File: config.mk
export PLATFORM = sky130hd
export DESIGN_NAME = gpio_byte_serializer
export DESIGN_NICKNAME = d
export VERILOG_FILES = /design/src/rtl/gbs_pkg.sv /design/src/rtl/gbs_timer.sv /design/src/rtl/gbs_shift.sv /design/src/rtl/gbs_cfg.sv /design/src/rtl/gpio_byte_serializer.sv
export SDC_FILE = /design/constraint.sdc
export NUM_CORES = 1
export LEC_CHECK = 0
export BUFFER_PORTS_ARGS = -buffer_cell sky130_fd_sc_hd__clkbuf_2
export CORE_MARGIN = 1
export CORE_UTILIZATION = 45
export CTS_BUF_LIST = sky130_fd_sc_hd__clkbuf_8 sky130_fd_sc_hd__clkbuf_16
export DETAILED_ROUTE_END_ITERATION = 10
export PLACE_DENSITY = 0.78
export SLEW_MARGIN = 20
export SYNTH_ARGS = -nofsm -noshare
export SYNTH_HDL_FRONTEND = slang
export SYNTH_SLANG_ARGS = --single-unit
File: constraint.sdc
create_clock -name clk_i -period 3.1 [get_ports clk_i]
set_input_delay 0.465 -clock clk_i [delete_from_list [all_inputs] [get_ports clk_i]]
set_output_delay 0.465 -clock clk_i [all_outputs]
set_load 0.005 [all_outputs]
File: src/rtl/gbs_pkg.sv
package gbs_pkg;
  localparam int PORT_W = 8;
  localparam int CFG_W  = 2 * PORT_W + 1;

  typedef enum logic [1:0] {
    PH_IDLE,
    PH_CLK_LO,
    PH_DATA,
    PH_CLK_HI
  } phase_e;

  // field order is the software-visible layout
  typedef struct packed {
    logic              msb_first;
    logic [PORT_W-1:0] dat_mask;
    logic [PORT_W-1:0] clk_mask;
  } cfg_t;
endpackage

File: src/rtl/gbs_timer.sv
module gbs_timer #(
  parameter int PHASE_CYC = 2
) (
  input  logic clk_i,
  input  logic rst_ni,
  input  logic run_i,
  output logic last_o
);
  generate
    if (PHASE_CYC <= 1) begin : g_single
      assign last_o = 1'b1;
    end else begin : g_count
      localparam int CW = $clog2(PHASE_CYC);
      logic [CW-1:0] cnt_q;
      assign last_o = (cnt_q == CW'(PHASE_CYC - 1));
      always_ff @(posedge clk_i or negedge rst_ni) begin
        if (!rst_ni)               cnt_q <= '0;
        else if (!run_i || last_o) cnt_q <= '0;
        else                       cnt_q <= cnt_q + 1'b1;
      end
    end
  endgenerate
endmodule

File: src/rtl/gbs_shift.sv
module gbs_shift #(
  parameter int BYTE_BITS = 8
) (
  input  logic                 clk_i,
  input  logic                 rst_ni,
  input  logic                 load_i,
  input  logic [BYTE_BITS-1:0] data_i,
  input  logic                 msb_first_i,
  input  logic                 step_i,
  output logic                 bit_o,
  output logic                 last_bit_o
);
  localparam int IW = (BYTE_BITS > 1) ? $clog2(BYTE_BITS) : 1;

  logic [BYTE_BITS-1:0] sh_q;
  logic [IW-1:0]        idx_q;
  logic                 msb_q;

  assign bit_o      = msb_q ? sh_q[BYTE_BITS-1] : sh_q[0];
  assign last_bit_o = (idx_q == IW'(BYTE_BITS - 1));

  always_ff @(posedge clk_i or negedge rst_ni) begin
    if (!rst_ni) begin
      sh_q  <= '0;
      idx_q <= '0;
      msb_q <= 1'b0;
    end else if (load_i) begin
      sh_q  <= data_i;
      idx_q <= '0;
      msb_q <= msb_first_i;
    end else if (step_i) begin
      sh_q  <= msb_q ? (sh_q << 1) : (sh_q >> 1);
      idx_q <= idx_q + 1'b1;
    end
  end
endmodule

File: src/rtl/gbs_cfg.sv
module gbs_cfg
  import gbs_pkg::*;
(
  input  logic              clk_i,
  input  logic              rst_ni,
  input  logic              we_i,
  input  cfg_t              wdata_i,
  input  logic [PORT_W-1:0] wr_mask_i,
  input  logic [PORT_W-1:0] oe_i,
  input  logic              apply_i,
  output cfg_t              cfg_o,
  output logic              pend_o,
  output logic              rej_o
);
  cfg_t pend_q, cfg_q;
  logic pend_v_q, rej_q, ok, do_apply;

  assign ok = (|(pend_q.clk_mask & wr_mask_i)) && (|(pend_q.clk_mask & oe_i)) &&
              (|(pend_q.dat_mask & wr_mask_i)) && (|(pend_q.dat_mask & oe_i));
  assign do_apply = apply_i && pend_v_q;

  always_ff @(posedge clk_i or negedge rst_ni) begin
    if (!rst_ni) begin
      pend_q   <= '0;
      pend_v_q <= 1'b0;
      cfg_q    <= '0;
      rej_q    <= 1'b0;
    end else begin
      if (we_i) begin
        pend_q   <= wdata_i;
        pend_v_q <= 1'b1;
      end else if (do_apply) begin
        pend_v_q <= 1'b0;
      end
      if (do_apply) begin
        cfg_q.msb_first <= pend_q.msb_first;
        cfg_q.clk_mask  <= ok ? pend_q.clk_mask : '0;
        cfg_q.dat_mask  <= ok ? pend_q.dat_mask : '0;
      end
      rej_q <= do_apply && !ok;
    end
  end

  assign cfg_o  = cfg_q;
  assign pend_o = pend_v_q;
  assign rej_o  = rej_q;
endmodule

File: src/rtl/gpio_byte_serializer.sv
module gpio_byte_serializer
  import gbs_pkg::*;
#(
  parameter int PHASE_CYC = 2,
  parameter int BYTE_BITS = 8
) (
  input  logic                 clk_i,
  input  logic                 rst_ni,
  input  logic                 cfg_we_i,
  input  logic [CFG_W-1:0]     cfg_wdata_i,
  input  logic [PORT_W-1:0]    wr_mask_i,
  input  logic [PORT_W-1:0]    oe_i,
  input  logic [PORT_W-1:0]    dout_i,
  input  logic                 in_valid_i,
  input  logic [BYTE_BITS-1:0] in_data_i,
  output logic                 in_ready_o,
  output logic                 byte_err_o,
  output logic                 cfg_rej_o,
  output logic [PORT_W-1:0]    clk_mask_o,
  output logic [PORT_W-1:0]    data_mask_o,
  output logic                 msb_first_o,
  output logic [PORT_W-1:0]    port_o
);
  phase_e            ph_q;
  cfg_t              cfg;
  logic              pend, busy, accept, masks_ok, start, apply;
  logic              ph_last, step, bit_val, last_bit, err_q;
  logic [PORT_W-1:0] port_q, sel;

  assign busy       = (ph_q != PH_IDLE);
  assign in_ready_o = !busy && !pend;
  assign accept     = in_valid_i && in_ready_o;
  assign masks_ok   = (|cfg.clk_mask) && (|cfg.dat_mask);
  assign start      = accept && masks_ok;
  assign apply      = !busy && !accept;
  assign step       = (ph_q == PH_CLK_HI) && ph_last;
  assign sel        = cfg.clk_mask | cfg.dat_mask;

  gbs_cfg u_cfg (
    .clk_i    (clk_i),
    .rst_ni   (rst_ni),
    .we_i     (cfg_we_i),
    .wdata_i  (cfg_t'(cfg_wdata_i)),
    .wr_mask_i(wr_mask_i),
    .oe_i     (oe_i),
    .apply_i  (apply),
    .cfg_o    (cfg),
    .pend_o   (pend),
    .rej_o    (cfg_rej_o)
  );

  gbs_timer #(.PHASE_CYC(PHASE_CYC)) u_timer (
    .clk_i (clk_i),
    .rst_ni(rst_ni),
    .run_i (busy),
    .last_o(ph_last)
  );

  gbs_shift #(.BYTE_BITS(BYTE_BITS)) u_shift (
    .clk_i      (clk_i),
    .rst_ni     (rst_ni),
    .load_i     (start),
    .data_i     (in_data_i),
    .msb_first_i(cfg.msb_first),
    .step_i     (step),
    .bit_o      (bit_val),
    .last_bit_o (last_bit)
  );

  always_ff @(posedge clk_i or negedge rst_ni) begin
    if (!rst_ni) begin
      ph_q   <= PH_IDLE;
      port_q <= '0;
      err_q  <= 1'b0;
    end else begin
      err_q <= accept && !masks_ok;
      unique case (ph_q)
        PH_IDLE: begin
          if (start) begin
            ph_q   <= PH_CLK_LO;
            port_q <= port_q & ~cfg.clk_mask;
          end else begin
            port_q <= (port_q & sel) | (dout_i & ~sel);
          end
        end
        PH_CLK_LO: if (ph_last) begin
          ph_q   <= PH_DATA;
          port_q <= (port_q & ~cfg.dat_mask) | ({PORT_W{bit_val}} & cfg.dat_mask);
        end
        PH_DATA: if (ph_last) begin
          ph_q   <= PH_CLK_HI;
          port_q <= port_q | cfg.clk_mask;
        end
        PH_CLK_HI: if (ph_last) begin
          if (last_bit) begin
            ph_q <= PH_IDLE;
          end else begin
            ph_q   <= PH_CLK_LO;
            port_q <= port_q & ~cfg.clk_mask;
          end
        end
        default: ph_q <= PH_IDLE;
      endcase
    end
  end

  assign byte_err_o  = err_q;
  assign port_o      = port_q;
  assign clk_mask_o  = cfg.clk_mask;
  assign data_mask_o = cfg.dat_mask;
  assign msb_first_o = cfg.msb_first;
endmodule

==> results of run 1 <==
Yosys cell counts:
| library cell | count | area, um2 |
|---|---|---|
| sky130_fd_sc_hd__mux2_2 | 19 | 214 |
| sky130_fd_sc_hd__inv_1 | 12 | 45.0 |
| sky130_fd_sc_hd__o211ai_1 | 8 | 60.1 |
| sky130_fd_sc_hd__dfrtp_1 | 60 | 1500 |
| sky130_fd_sc_hd__buf_2 | 6 | 30.0 |
| sky130_fd_sc_hd__nand2_1 | 59 | 221 |
| sky130_fd_sc_hd__clkbuf_1 | 10 | 37.5 |
| sky130_fd_sc_hd__nor2_2 | 1 | 6.26 |
| sky130_fd_sc_hd__nor2_1 | 26 | 97.6 |
| sky130_fd_sc_hd__nand4_1 | 4 | 25.0 |
| sky130_fd_sc_hd__or4_1 | 2 | 15.0 |
| sky130_fd_sc_hd__or3b_2 | 8 | 70.1 |
| sky130_fd_sc_hd__ha_1 | 7 | 87.6 |
| sky130_fd_sc_hd__a21o_1 | 2 | 15.0 |
| sky130_fd_sc_hd__o211a_1 | 8 | 80.1 |
| sky130_fd_sc_hd__nor3b_1 | 1 | 7.51 |
| sky130_fd_sc_hd__nor4_1 | 2 | 12.5 |
| sky130_fd_sc_hd__a41oi_1 | 1 | 8.76 |
| sky130_fd_sc_hd__nor4b_1 | 8 | 70.1 |
| sky130_fd_sc_hd__a31oi_1 | 1 | 6.26 |
| sky130_fd_sc_hd__a211oi_2 | 1 | 12.5 |
| sky130_fd_sc_hd__mux2i_1 | 8 | 80.1 |
| sky130_fd_sc_hd__and2_1 | 1 | 6.26 |
| sky130_fd_sc_hd__xor2_1 | 1 | 8.76 |
| sky130_fd_sc_hd__o221ai_1 | 9 | 78.8 |
| sky130_fd_sc_hd__nand2b_1 | 9 | 56.3 |
| sky130_fd_sc_hd__nor3_2 | 1 | 10.0 |
| sky130_fd_sc_hd__a22oi_1 | 16 | 120 |
| sky130_fd_sc_hd__o22a_1 | 2 | 17.5 |
| sky130_fd_sc_hd__o21ai_0 | 9 | 45.0 |
| sky130_fd_sc_hd__and2b_1 | 1 | 7.51 |
| sky130_fd_sc_hd__nor2b_1 | 1 | 6.26 |
| sky130_fd_sc_hd__buf_4 | 1 | 7.51 |
| sky130_fd_sc_hd__buf_6 | 2 | 22.5 |
| sky130_fd_sc_hd__nand3_1 | 2 | 10.0 |
| sky130_fd_sc_hd__buf_1 | 1 | 3.75 |
| sky130_fd_sc_hd__a21oi_1 | 43 | 215 |
| sky130_fd_sc_hd__a2111oi_2 | 8 | 120 |
placed cells by master, fill, tap and decap left out, types with 2 or more instances in the layout:
cell,count
sky130_fd_sc_hd__o21ai_0,9
sky130_fd_sc_hd__o221ai_1,9
sky130_fd_sc_hd__bufinv_16,2
sky130_fd_sc_hd__o211a_1,8
sky130_fd_sc_hd__nand3_1,2
sky130_fd_sc_hd__buf_4,7
sky130_fd_sc_hd__clkbuf_2,80
sky130_fd_sc_hd__mux2_2,19
sky130_fd_sc_hd__nor2_1,26
sky130_fd_sc_hd__a21oi_1,43
sky130_fd_sc_hd__a21o_1,2
sky130_fd_sc_hd__mux2i_1,8
sky130_fd_sc_hd__nor4b_1,8
sky130_fd_sc_hd__clkbuf_8,9
sky130_fd_sc_hd__nor4_1,2
sky130_fd_sc_hd__ha_1,7
sky130_fd_sc_hd__o22a_1,2
sky130_fd_sc_hd__inv_1,12
sky130_fd_sc_hd__a2111oi_2,8
sky130_fd_sc_hd__inv_6,2
sky130_fd_sc_hd__nand2b_1,9
sky130_fd_sc_hd__or3b_2,8
sky130_fd_sc_hd__o211ai_1,8
sky130_fd_sc_hd__nand2_1,59
sky130_fd_sc_hd__nand4_1,4
sky130_fd_sc_hd__dfrtp_1,60
sky130_fd_sc_hd__a22oi_1,16
sky130_fd_sc_hd__or4_1,2
final cells by class:
| cell class | instances | area (um2) |
|---|---|---|
| Clock buffer | 9 | 124 |
| Clock inverter | 7 | 98.8 |
| Fill cell | 664 | 3190 |
| Inverter | 12 | 45.0 |
| Multi-Input combinational cell | 269 | 1800 |
| Sequential cell | 60 | 1500 |
| Tap cell | 99 | 124 |
| Timing Repair Buffer | 87 | 453 |
per-stage QoR:
step / instances / hold slack (ns)
final: 543 / 0.129
after global routing: 543 / 0.177
after CTS: 543 / 0.145
after detailed placement: 527 / 0.461
after global placement: 527 / 0.453
after floorplan: 361 / 0.169
where the power goes:
part	total [mW]	switching [mW]	leakage [nW]	internal, mW
Combinational	2.01	1.07	1.04	0.940
Clock	0.801	0.343	0.110	0.458
Sequential	1.47	0.407	0.736	1.06
kinds of logic (layout without fill, tap and decap cells):
logic type,after synthesis,count (layout),synth area share [%]
adder cells (fa/ha/maj),7,7,2.55
flip-flops,60,60,43.7
buffers and inverters,32,115,4.26
multiplexers,27,27,8.55
AO/OA/AOI/OAI,108,108,22.7
AND/OR/NAND/NOR,126,126,18.1
XOR/XNOR,1,1,0.255
routing by layer:
layer / vias up / wire length, um
met4: 0 / 148
met1: 1527 / 3940
met3: 19 / 513
met5: - / 0
met2: 145 / 4550
li1: 1479 / -
how the worst max path moves through the flow:
stage	to	from	slack, ns
2_1_floorplan	u_shift.msb_q	ph_q[0]	0.99
3_3_place_gp	u_shift.msb_q	ph_q[0]	0.65
3_5_place_dp	u_shift.msb_q	ph_q[0]	0.56
4_1_cts	u_shift.msb_q	ph_q[0]	0.53
5_1_grt	flip-flop	ph_q[0]	0.32
6_report	u_shift.msb_q	ph_q[0]	0.50
critical path: stages, from the launching register on:
cell and delay (ns):
sky130_fd_sc_hd__dfrtp_1 0.46, sky130_fd_sc_hd__inv_1 0.15, sky130_fd_sc_hd__ha_1 0.23, sky130_fd_sc_hd__and2b_1 0.16, sky130_fd_sc_hd__nand2_1 0.26, sky130_fd_sc_hd__a211oi_4 0.50, sky130_fd_sc_hd__buf_4 0.35, sky130_fd_sc_hd__mux2_2 0.36
==> impl_summary.md, run 1 <==
Clocking
The buffer cell driving the clock tree root is sky130_fd_sc_hd__clkbuf_8. In this run the deepest clock path goes through 2 buffers. The count of instances resized after the clock tree is built is 0.

Hold repair after CTS inserted 0 buffers. TritonCTS built the clock tree. The H-tree was split into 3 levels. The clock drives 60 sinks. Once the clock tree was built, the setup fixing pass inserted 0 buffers. At the later pin of the worst-skew pair, clock insertion delay measures 0.35 ns. In this run, CTS created clock tree buffers numbering 9. The clock-pin slew on the worst setup and hold paths is 0.08 ns.

Placement
The number of buffer cells added on primary ports is 80. After detailed placement, the total cell area comes to 3920 um2. Once detailed placement completed, the half-perimeter wirelength came to around 6.6 mm. The congestion estimate from routability-driven global placement came to 0.867. Timing analysis after detailed placement gives a worst setup slack of 0.564 ns.

Power
The leakage power is 1.88 nW. The worst-case IR drop observed on VDD is 453 uV. For this design the ratio of total power to cell area is 1030 nW/um2. The overall power after layout is about 4.3 mW.

Floorplanning
The die area is 8000 um2. The initial utilization of the core area, before any placement, comes to 46.9%. The die span in y is 89.4 um.

The region available for standard cell placement spans 7330 um2. In this run the core area contains 31 standard-cell rows. The x dimension of the die is 89.4 um.

The I/O pin total is 81.

Synthesis
After synthesis the netlist holds a flip-flop and latch count of 60. Summing every instance area after synthesis gives 3440 um2. After synthesis, the mean cell area works out to 9.53 um2.

The portion of the post-synthesis area used by sequential elements is 43.7%. The number of nets produced by synthesis is 421. Counting distinct cell types in the post-synthesis netlist gives 38. The number of warnings reported in the yosys synthesis log is 0.

The number of cells produced by synthesis is 361.

STA
Setup repair after global routing left no endpoint under its margin. Setup violations remaining at the end of the flow were counted as 0. The setup clock skew after layout is 0.00965 ns. In the post-route analysis, the smallest setup slack over all paths is 0.497 ns. The number of endpoints with negative hold slack in the final report is 0. The max-slew violation count is 0. Measured against its own limit, the worst slew margin works out to 44.2%. The worst-margin pin slew is 0.814 ns. The routed design could run at a clock period as short as 2.60 ns. The maximum clock frequency is 0.384 GHz. After routing, the total negative slack on setup checks comes to 0 ns. The share of the clock period used by the worst path is between 80% and 90%.

GRT
After global routing the overflow that remains totals 0. The most used routing layer is met2. Entering global routing, the biggest net connects 36 pins. The fraction of met3 tracks used by global routing is ~6.4%.

The met2 demand-to-capacity share in global routing is 40.7%. The initial antenna violation count is 0. The first global-routing pass estimated 14.4 mm of wire. For this run, the total global-route usage over all layers was measured as 24.0%. For this run, global-route usage on met1 was measured as 30.0%. The number of global-route vias before repair is 2951.

Layout
0 antenna diodes ended up in the layout. The post-layout instance area is 4150 um2. In the final design database the tool counted between 400 and 500 nets.

The synthesis-to-finish area growth is 20.5%. The fraction of final layout cells with drive strength greater than 1 is 31.8%. For this run, the share of the core covered by cells in the final layout is ~57%.

Routing
The final wirelength is 9.15 mm. The first routing iteration left a little under 200 violations. The first TritonRoute pass finished after 6 iterations. The remaining routing DRC violations is 0.

The remaining number of nets flagged by the antenna check after routing is 0. Dividing the detail-routed via count by the number of cells gives 5.84. The average routed wire per standard cell is about 17 um. The final route contains 3170 vias.

Worst setup path
The data required time at the worst endpoint is between 3 and 4 ns. In this run the worst path has a maximum fanout of 25. The startpoint identified for the worst register-to-register timing path is ph_q[0]. The worst reg2reg path depth is 7. In this run the critical register-to-register path is captured at u_shift.msb_q.

For flop-to-flop paths, the worst setup slack is 0.50 ns. The worst setup path is captured at a flip-flop. The worst setup path is launched from a flip-flop. The startpoint-to-endpoint class of the critical path is reg2reg. For the worst setup path, the data arrival time is 2.83 ns.

Run
The tool flagged a number of max-cap violations equal to 0.

Outcome
The run finished with clean final reports.

Worst hold path
The min-delay analysis places its worst path in the category in2async.
(Power assumes the default switching activity.)
==> run 2, diff against run 1 <==
==> constraint.sdc (replaced) <==
create_clock -name clk_i -period 2.5 [get_ports clk_i]
set_input_delay 0.375 -clock clk_i [delete_from_list [all_inputs] [get_ports clk_i]]
set_output_delay 0.375 -clock clk_i [all_outputs]
set_load 0.005 [all_outputs]
==> run 2 against run 1 <==
Non-clock buffer count increased by 11. Critical endpoint unchanged. Clock power is 8.6% higher. Critical path depth did not move. Combinational power is 33% higher. Critical path type unchanged. Total power rose by 24%. Via count rose by 1.2%.
==> impl_summary.md, run 2 (same netlist as run 1, synthesis figures left out) <==
Layout
The fraction of final layout cells with drive strength greater than 1 is 33.7% (+1.9 points). From synthesis to final layout, the design area changed by 23.0%. The count of nets after finishing is 510 (+2.2%). The most frequent standard cell in the layout excluding fill and tap cells is sky130_fd_sc_hd__clkbuf_2.

The post-layout instance area came to 4230 um2 (+2.1%). Leaving out fill and tap cells, the most frequent cells in the layout are sky130_fd_sc_hd__clkbuf_2, sky130_fd_sc_hd__dfrtp_1, sky130_fd_sc_hd__nand2_1. The core occupancy in the finished layout is 57.7% (+1.2 points).

The antenna diode instance count came to 0 (unchanged).

Routing
The remaining number of nets flagged by the antenna check after routing is 0 (unchanged). The iteration-0 DRC count of the detailed router is 196 (+0.51%). The remaining routing DRC violations is 0 (unchanged). The final wirelength is 9.04 mm (-1.1%). The via total after detailed routing is 3207 (+1.2%). The average routed wire per standard cell is 16.3 um (-2.9%). The via density per instance is 5.80 (-0.66%). The number of optimization iterations in the first detailed-route pass was 5 (-1).

GRT
The final global-route overflow total is 0 (unchanged). The initial antenna violation count is 0 (unchanged). The total routing usage reported by global routing came to 24.2% (+0.19 points). The largest net degree at the start of global routing is 35 (-2.8%). The global-route wire length before repair is 14.6 mm (+1.4%).

The number of global-route vias before repair is 3011 (+2.0%).

Power
The total power per unit cell area came to 1260 nW/um2 (+22%). The leakage power is 1.94 nW (+3.0%). The overall power after layout is 5.31 mW (+24%).

The power share of the sequential group was 33.3% (-1.1 points). The maximum vdd drop came to 469 uV (+3.7%). The internal power was 3.10 mW (+26%). The net switching power figure is 2.22 mW (+22%). The switching share of power was 41.7% (-0.75 points).

The relative contribution of the clock network to total power came to 16.4% (-2.3 points). The part of the total power dissipated in combinational logic is 50.4% (+3.5 points).

STA
The final critical-path required period is 2.31 ns (-0.289 ns). The max-slew violation count is 0 (unchanged). The share of the clock period used by the worst path was 92.6% (+8.6 points). The max-slew headroom at the worst pin is 41.9% (-2.3 points). The number of endpoints with negative hold slack in the final report is 0 (unchanged).

The total of endpoints with negative setup slack in the final report came to 0 (unchanged). The setup clock skew after layout is 0.0119 ns (+0.00230 ns). The worst-margin pin slew is 0.872 ns (+0.0576 ns). The maximum clock frequency was 0.432 GHz (+12%). The smallest setup slack after layout is 0.185 ns (-0.311 ns).

The total negative slack for setup checks came to 0 ns (unchanged). Setup repair after global routing left no endpoint under its margin.

Worst setup path
The biggest fanout along the worst timing path is 25 (unchanged). STA classifies the critical path startpoint as a flip-flop. The reg-to-reg critical path startpoint is ph_q[0]. STA classifies the critical path endpoint as a flip-flop. The arrival time at the worst endpoint was 2.53 ns (-0.30 ns). The startpoint-to-endpoint class of the critical path is reg2reg. The capturing element of the worst setup path is u_shift.msb_q. Traced cell by cell, the critical path runs through inv_1 -> ha_1 -> and2b_1 -> nand2_1 -> a211oi_4 -> buf_6 -> mux2_2. The worst reg2reg path depth was 7 (unchanged). The capture instance of the worst register-to-register path is u_shift.msb_q. The worst setup path startpoint is ph_q[0]. The critical path's largest stage delay is 0.46 ns (-0.04 ns). The data required time at the worst endpoint is 2.72 ns (-0.61 ns). The reg2reg setup slack is 0.19 ns (-0.31 ns).

The critical path's slowest cell is sky130_fd_sc_hd__a211oi_4.

Floorplanning
The die area is 8000 um2 (unchanged). The core region area is 7330 um2 (unchanged). The initial standard-cell utilization of the core is 46.9% (unchanged). The die span in y is 89.4 um (unchanged). The x dimension of the die is 89.4 um (unchanged). The I/O pin total is 81 (unchanged). The standard-cell row count is 31 (unchanged).

Placement
The routability congestion estimate was 0.870 (+0.37%). The instance area at placement came to 4020 um2 (+2.4%). The number of buffer cells added on primary ports is 80 (unchanged).

The sum of net half-perimeters after detailed placement is 6.57 mm (-1.2%). The pre-CTS worst setup slack is 0.124 ns (-0.440 ns).

Outcome
The flow ran to the end, and the final reports show no timing, DRC or antenna violations.

Run
The max-cap violation count came to 0 (unchanged).

Clocking
The number of buffers added by the clock tree synthesis step is 9 (unchanged). The buffer cell driving the clock tree root is sky130_fd_sc_hd__clkbuf_8. The clock sink count came to 60 (unchanged).

TritonCTS built the clock tree. The count of buffers added by post-CTS timing repair for setup is 0 (unchanged). The clock-pin slew on the worst setup and hold paths is 0.07 ns (about the same). The maximum level of the CTS H-tree is 3 (unchanged). The clock latency reported for the late side of the worst-skew pair is 0.33 ns (-0.02 ns). The maximum clock insertion buffer count is 2 (unchanged).

Worst hold path
The worst hold path belongs to the class in2async.
## run 2: area by class of cell
| type | instances | area [um2] |
|---|---|---|
| clock buffers | 11 | 151 |
| clock inverters | 4 | 48.8 |
| fillers | 645 | 3100 |
| inverters | 12 | 45.0 |
| multi-input cells | 269 | 1810 |
| flip-flops and latches | 60 | 1500 |
| well taps | 99 | 124 |
| repair buffers | 98 | 552 |
## run 2: metrics by stage
stage,std cells,hold slack [ns]
2_1_floorplan,361,0.0794
3_3_place_gp,538,0.455
3_5_place_dp,538,0.470
4_1_cts,553,0.114
5_1_grt,553,0.140
6_report,553,0.101
## run 2: critical path, delay by kind of cell, from the launching register on
family          cells  cell delay [ns]
mux                 1             0.35
fa+ha+maj           1             0.25
simple gates        2             0.27
compound gates      1             0.46
flops               1             0.45
buf+inv             2             0.43
## run 2: worst min-delay path by stage
stage | startpoint | endpoint | slack, ns | cells after the start
after floorplan | rst_ni | asynchronous set/reset pin | 0.08 | 0
after global placement | u_cfg.pend_q[16] | u_cfg.cfg_o[16] | 0.46 | 2
after detailed placement | rst_ni | asynchronous set/reset pin | 0.47 | 1
after CTS | rst_ni | byte_err_o | 0.11 | 1
after global routing | rst_ni | byte_err_o | 0.14 | 1
final | rst_ni | asynchronous set/reset pin | 0.10 | 1
## run 2: power by group through the flow
| stage | clock [mW] | sequential (mW) | combinational, mW |
|---|---|---|---|
| 2_1_floorplan | 0 | 1.66 | 1.85 |
| 3_3_place_gp | 0 | 1.75 | 2.56 |
| 3_5_place_dp | 0 | 1.77 | 2.65 |
| 4_1_cts | 0.892 | 1.75 | 2.66 |
| 5_1_grt | 0.935 | 1.82 | 2.96 |
| 6_report | 0.870 | 1.77 | 2.68 |
## run 2: repair_timing
| item | CTS | global route |
|---|---|---|
| hold endpoints to repair | 0 | 0 |
| resized for setup | 0 | 3 |
| setup endpoints to repair | 0 | 3 |
| hold buffers | 0 | 0 |
## run 2: routing by layer
metal | vias to the layer above | wire [um] | global-route usage [%] | part of all wire (%)
met2 | 145 | 4340 | 41.1 | 48
met3 | 21 | 564 | 4.43 | 6.2
li1 | 1502 | - | - | -
met4 | 0 | 178 | 9.24 | 2.0
met5 | - | 0 | 0 | 0
met1 | 1539 | 3960 | 30.7 | 44
==> run 3, diff against run 2 <==
--- a/config.mk
+++ b/config.mk
@@ -11,7 +11,9 @@
 export CTS_BUF_LIST = sky130_fd_sc_hd__clkbuf_8 sky130_fd_sc_hd__clkbuf_16
 export DETAILED_ROUTE_END_ITERATION = 10
 export PLACE_DENSITY = 0.78
+export RECOVER_POWER = 100
 export SLEW_MARGIN = 20
 export SYNTH_ARGS = -nofsm -noshare
 export SYNTH_HDL_FRONTEND = slang
 export SYNTH_SLANG_ARGS = --single-unit
+export TNS_END_PERCENT = 50
==> run 3 against run 2 <==
Largest power group unchanged. Clock skew up 0.0021 ns. Clock-buffer cell count is the same. Largest cell class unchanged. Sequential power hardly changed. The run now ends with capacitance limit, slew limit left. Sequential share of layout area grew 0.66 points. Final cell count did not move. Critical path depth grew 1. Global-route usage unchanged. First-iteration DRC count fell by 5.6%. Total power is 2.3% lower. Maximum frequency fell by 1.0%. Final area fell by 1.8%. Non-clock buffer count unchanged.
==> impl_summary.md, run 3 (same netlist as run 1, synthesis figures left out) <==
Clocking
The clock sink count is 60 (unchanged). The maximum clock insertion buffer count is 2 (unchanged). The number of buffers added by the clock tree synthesis step is 9 (unchanged). The CTS tree is yes. The number of buffers inserted by hold repair at cts is 0 (unchanged).

The clock latency reported for the late side of the worst-skew pair is 0.34 ns (about the same). The buffer cell driving the clock tree root is sky130_fd_sc_hd__clkbuf_8. The maximum level of the CTS H-tree is 3 (unchanged). The clock-pin slew on the worst setup and hold paths came to 0.06 ns (about the same).

Layout
The number of filler cells placed in the layout is 663 (+2.8%). The top cell types in the final layout, fill and taps aside, are sky130_fd_sc_hd__clkbuf_2, sky130_fd_sc_hd__dfrtp_1, sky130_fd_sc_hd__nand2_1. The antenna diode instance count is 0 (unchanged).

The fraction of final layout cells with drive strength greater than 1 is 28.2% (-5.5 points). The combined area of the multi-input logic cells is 1790 um2 (-0.97%). The count of nets after finishing came to 510 (unchanged). The core occupancy in the finished layout is 56.6% (-1.1 points).

The flip-flop and latch area is 1500 um2 (unchanged). The most frequent standard cell in the layout excluding fill and tap cells is sky130_fd_sc_hd__clkbuf_2. The post-layout instance area is 4150 um2 (-1.8%). The synthesis-to-finish area growth is 20.7%.

Placement
The instance area at placement was 4020 um2 (unchanged). The sum of net half-perimeters after detailed placement is 6.57 mm (unchanged). The number of buffer cells added on primary ports was 80 (unchanged). The routability congestion estimate is 0.870 (unchanged).

Routing
The remaining routing DRC violations is 0 (unchanged). The number of optimization iterations in the first detailed-route pass came to 5 (unchanged). The iteration-0 DRC count of the detailed router is 185 (-5.6%). The average routed wire per standard cell is 16.4 um (+0.30%). The via total after detailed routing is 3213 (+0.19%). The via density per instance is 5.81 (+0.19%). The remaining number of nets flagged by the antenna check after routing is 0 (unchanged). The final wirelength is 9.07 mm (+0.30%).

STA
The max-slew headroom at the worst pin came to -5.31% (-47 points). The worst-margin pin slew is 1.58 ns (+0.708 ns). The number of endpoints with negative hold slack in the final report is 0 (unchanged).

Setup repair after global routing left no endpoint under its margin. The final critical-path required period is 2.34 ns (+0.0244 ns). The worst hold margin came to 0.246 ns (+0.145 ns). The setup clock skew after layout was 0.0141 ns (+0.00210 ns).

The total of endpoints with negative setup slack in the final report is 0 (unchanged). The share of the clock period used by the worst path is 93.6% (+0.98 points). The total negative slack for setup checks is 0 ns (unchanged). The max-slew violation count is 28 (+28).

The maximum clock frequency is 0.428 GHz (-1.0%).

Power
The total power per unit cell area is 1250 nW/um2 (-0.48%). The maximum vdd drop is 468 uV (-0.21%). The leakage power is 1.86 nW (-4.3%).

Floorplanning
The initial standard-cell utilization of the core is 46.9% (unchanged). The I/O pin total is 81 (unchanged). The standard-cell row count came to 31 (unchanged). The die area is 8000 um2 (unchanged).

The die span in y is 89.4 um (unchanged). The core region area is 7330 um2 (unchanged). The x dimension of the die came to 89.4 um (unchanged).

Worst setup path
The biggest fanout along the worst timing path is 25 (unchanged). The startpoint type of the worst setup path is a flip-flop. The arrival time at the worst endpoint is 2.54 ns (about the same). The data required time at the worst endpoint is 2.70 ns (-0.02 ns). The worst setup path is captured at a flip-flop. The reg2reg setup slack is 0.16 ns (-0.02 ns). The worst setup path is of the reg2reg kind.

GRT
The initial antenna violation count is 0 (unchanged). The final global-route overflow total is 0 (unchanged). The global-route wire length before repair is 14.6 mm (unchanged). The number of global-route vias before repair was 3011 (unchanged).

The largest net degree at the start of global routing is 35 (unchanged). The total routing usage reported by global routing is 24.2% (unchanged).

Outcome
The checks that failed: capacitance limit, slew limit. The run finished, with violations left.

Worst hold path
The worst min-delay path class is in2reg.

Run
The max-cap violation count is 1 (+1).
run 3: per-layer routing:
layer	vias to the layer above	track usage, %	wire (um)
li1	1507	-	-
met5	-	0	0
met4	0	9.24	179
met1	1530	30.7	3910
met3	21	4.43	628
met2	155	41.1	4350
run 3: worst max-delay path, cell delays in order, from the launching register on:
cell and delay, ns:
sky130_fd_sc_hd__dfrtp_1 0.45, sky130_fd_sc_hd__inv_1 0.15, sky130_fd_sc_hd__ha_1 0.25, sky130_fd_sc_hd__and2b_1 0.17
sky130_fd_sc_hd__nand2_1 0.11, sky130_fd_sc_hd__a211oi_4 0.46, sky130_fd_sc_hd__buf_6 0.27, sky130_fd_sc_hd__nor4b_2 0.07
sky130_fd_sc_hd__a2111oi_0 0.29
run 3: path summary, 6_finish.rpt:
path / startpoint / end / cells past startpoint
worst min-delay path: in_data_i[4] / u_shift.sh_q[4] / 3
worst min register to register: u_cfg.pend_q[16] / u_cfg.cfg_o[16] / 2
worst max register to register: ph_q[0] / flip-flop / 8
worst max-delay path: ph_q[0] / flip-flop / 8
max in group asynchronous: rst_ni / u_cfg.pend_o / 2
min in group asynchronous: rst_ni / asynchronous set/reset pin / 1
run 3: cell type report:
cell class / instances / share of cell area [%]
Multi-Input combinational cell: 269 / 43.1
Clock buffer: 11 / 3.65
Timing Repair Buffer: 98 / 11.8
Inverter: 12 / 1.08
Tap cell: 99 / 2.98
Clock inverter: 4 / 1.18
Sequential cell: 60 / 36.2
run 3: power breakdown:
part / switching [mW] / total [mW] / leakage (nW) / internal, mW
clock: 0.366 / 0.873 / 0.105 / 0.507
combinational: 1.39 / 2.55 / 1.02 / 1.17
sequential: 0.442 / 1.76 / 0.736 / 1.32
total: 2.19 / 5.19 / 1.86 / 3.00
run 3: what timing repair did:
item                                    4_1_cts  5_1_grt
endpoints found under the hold margin         0        0
setup buffers                                 0        0
gates resized for setup                       0        3
endpoints found under the setup margin        0        3
run 3: per-stage QoR:
stage	worst slack, ns	power, mW	std cells
4_1_cts	0.123	5.31	553
5_1_grt	0.0388	5.59	553
6_report	0.161	5.19	553
3_3_place_gp	0.232	4.31	538
3_5_place_dp	0.124	4.42	538
2_1_floorplan	0.387	3.51	361
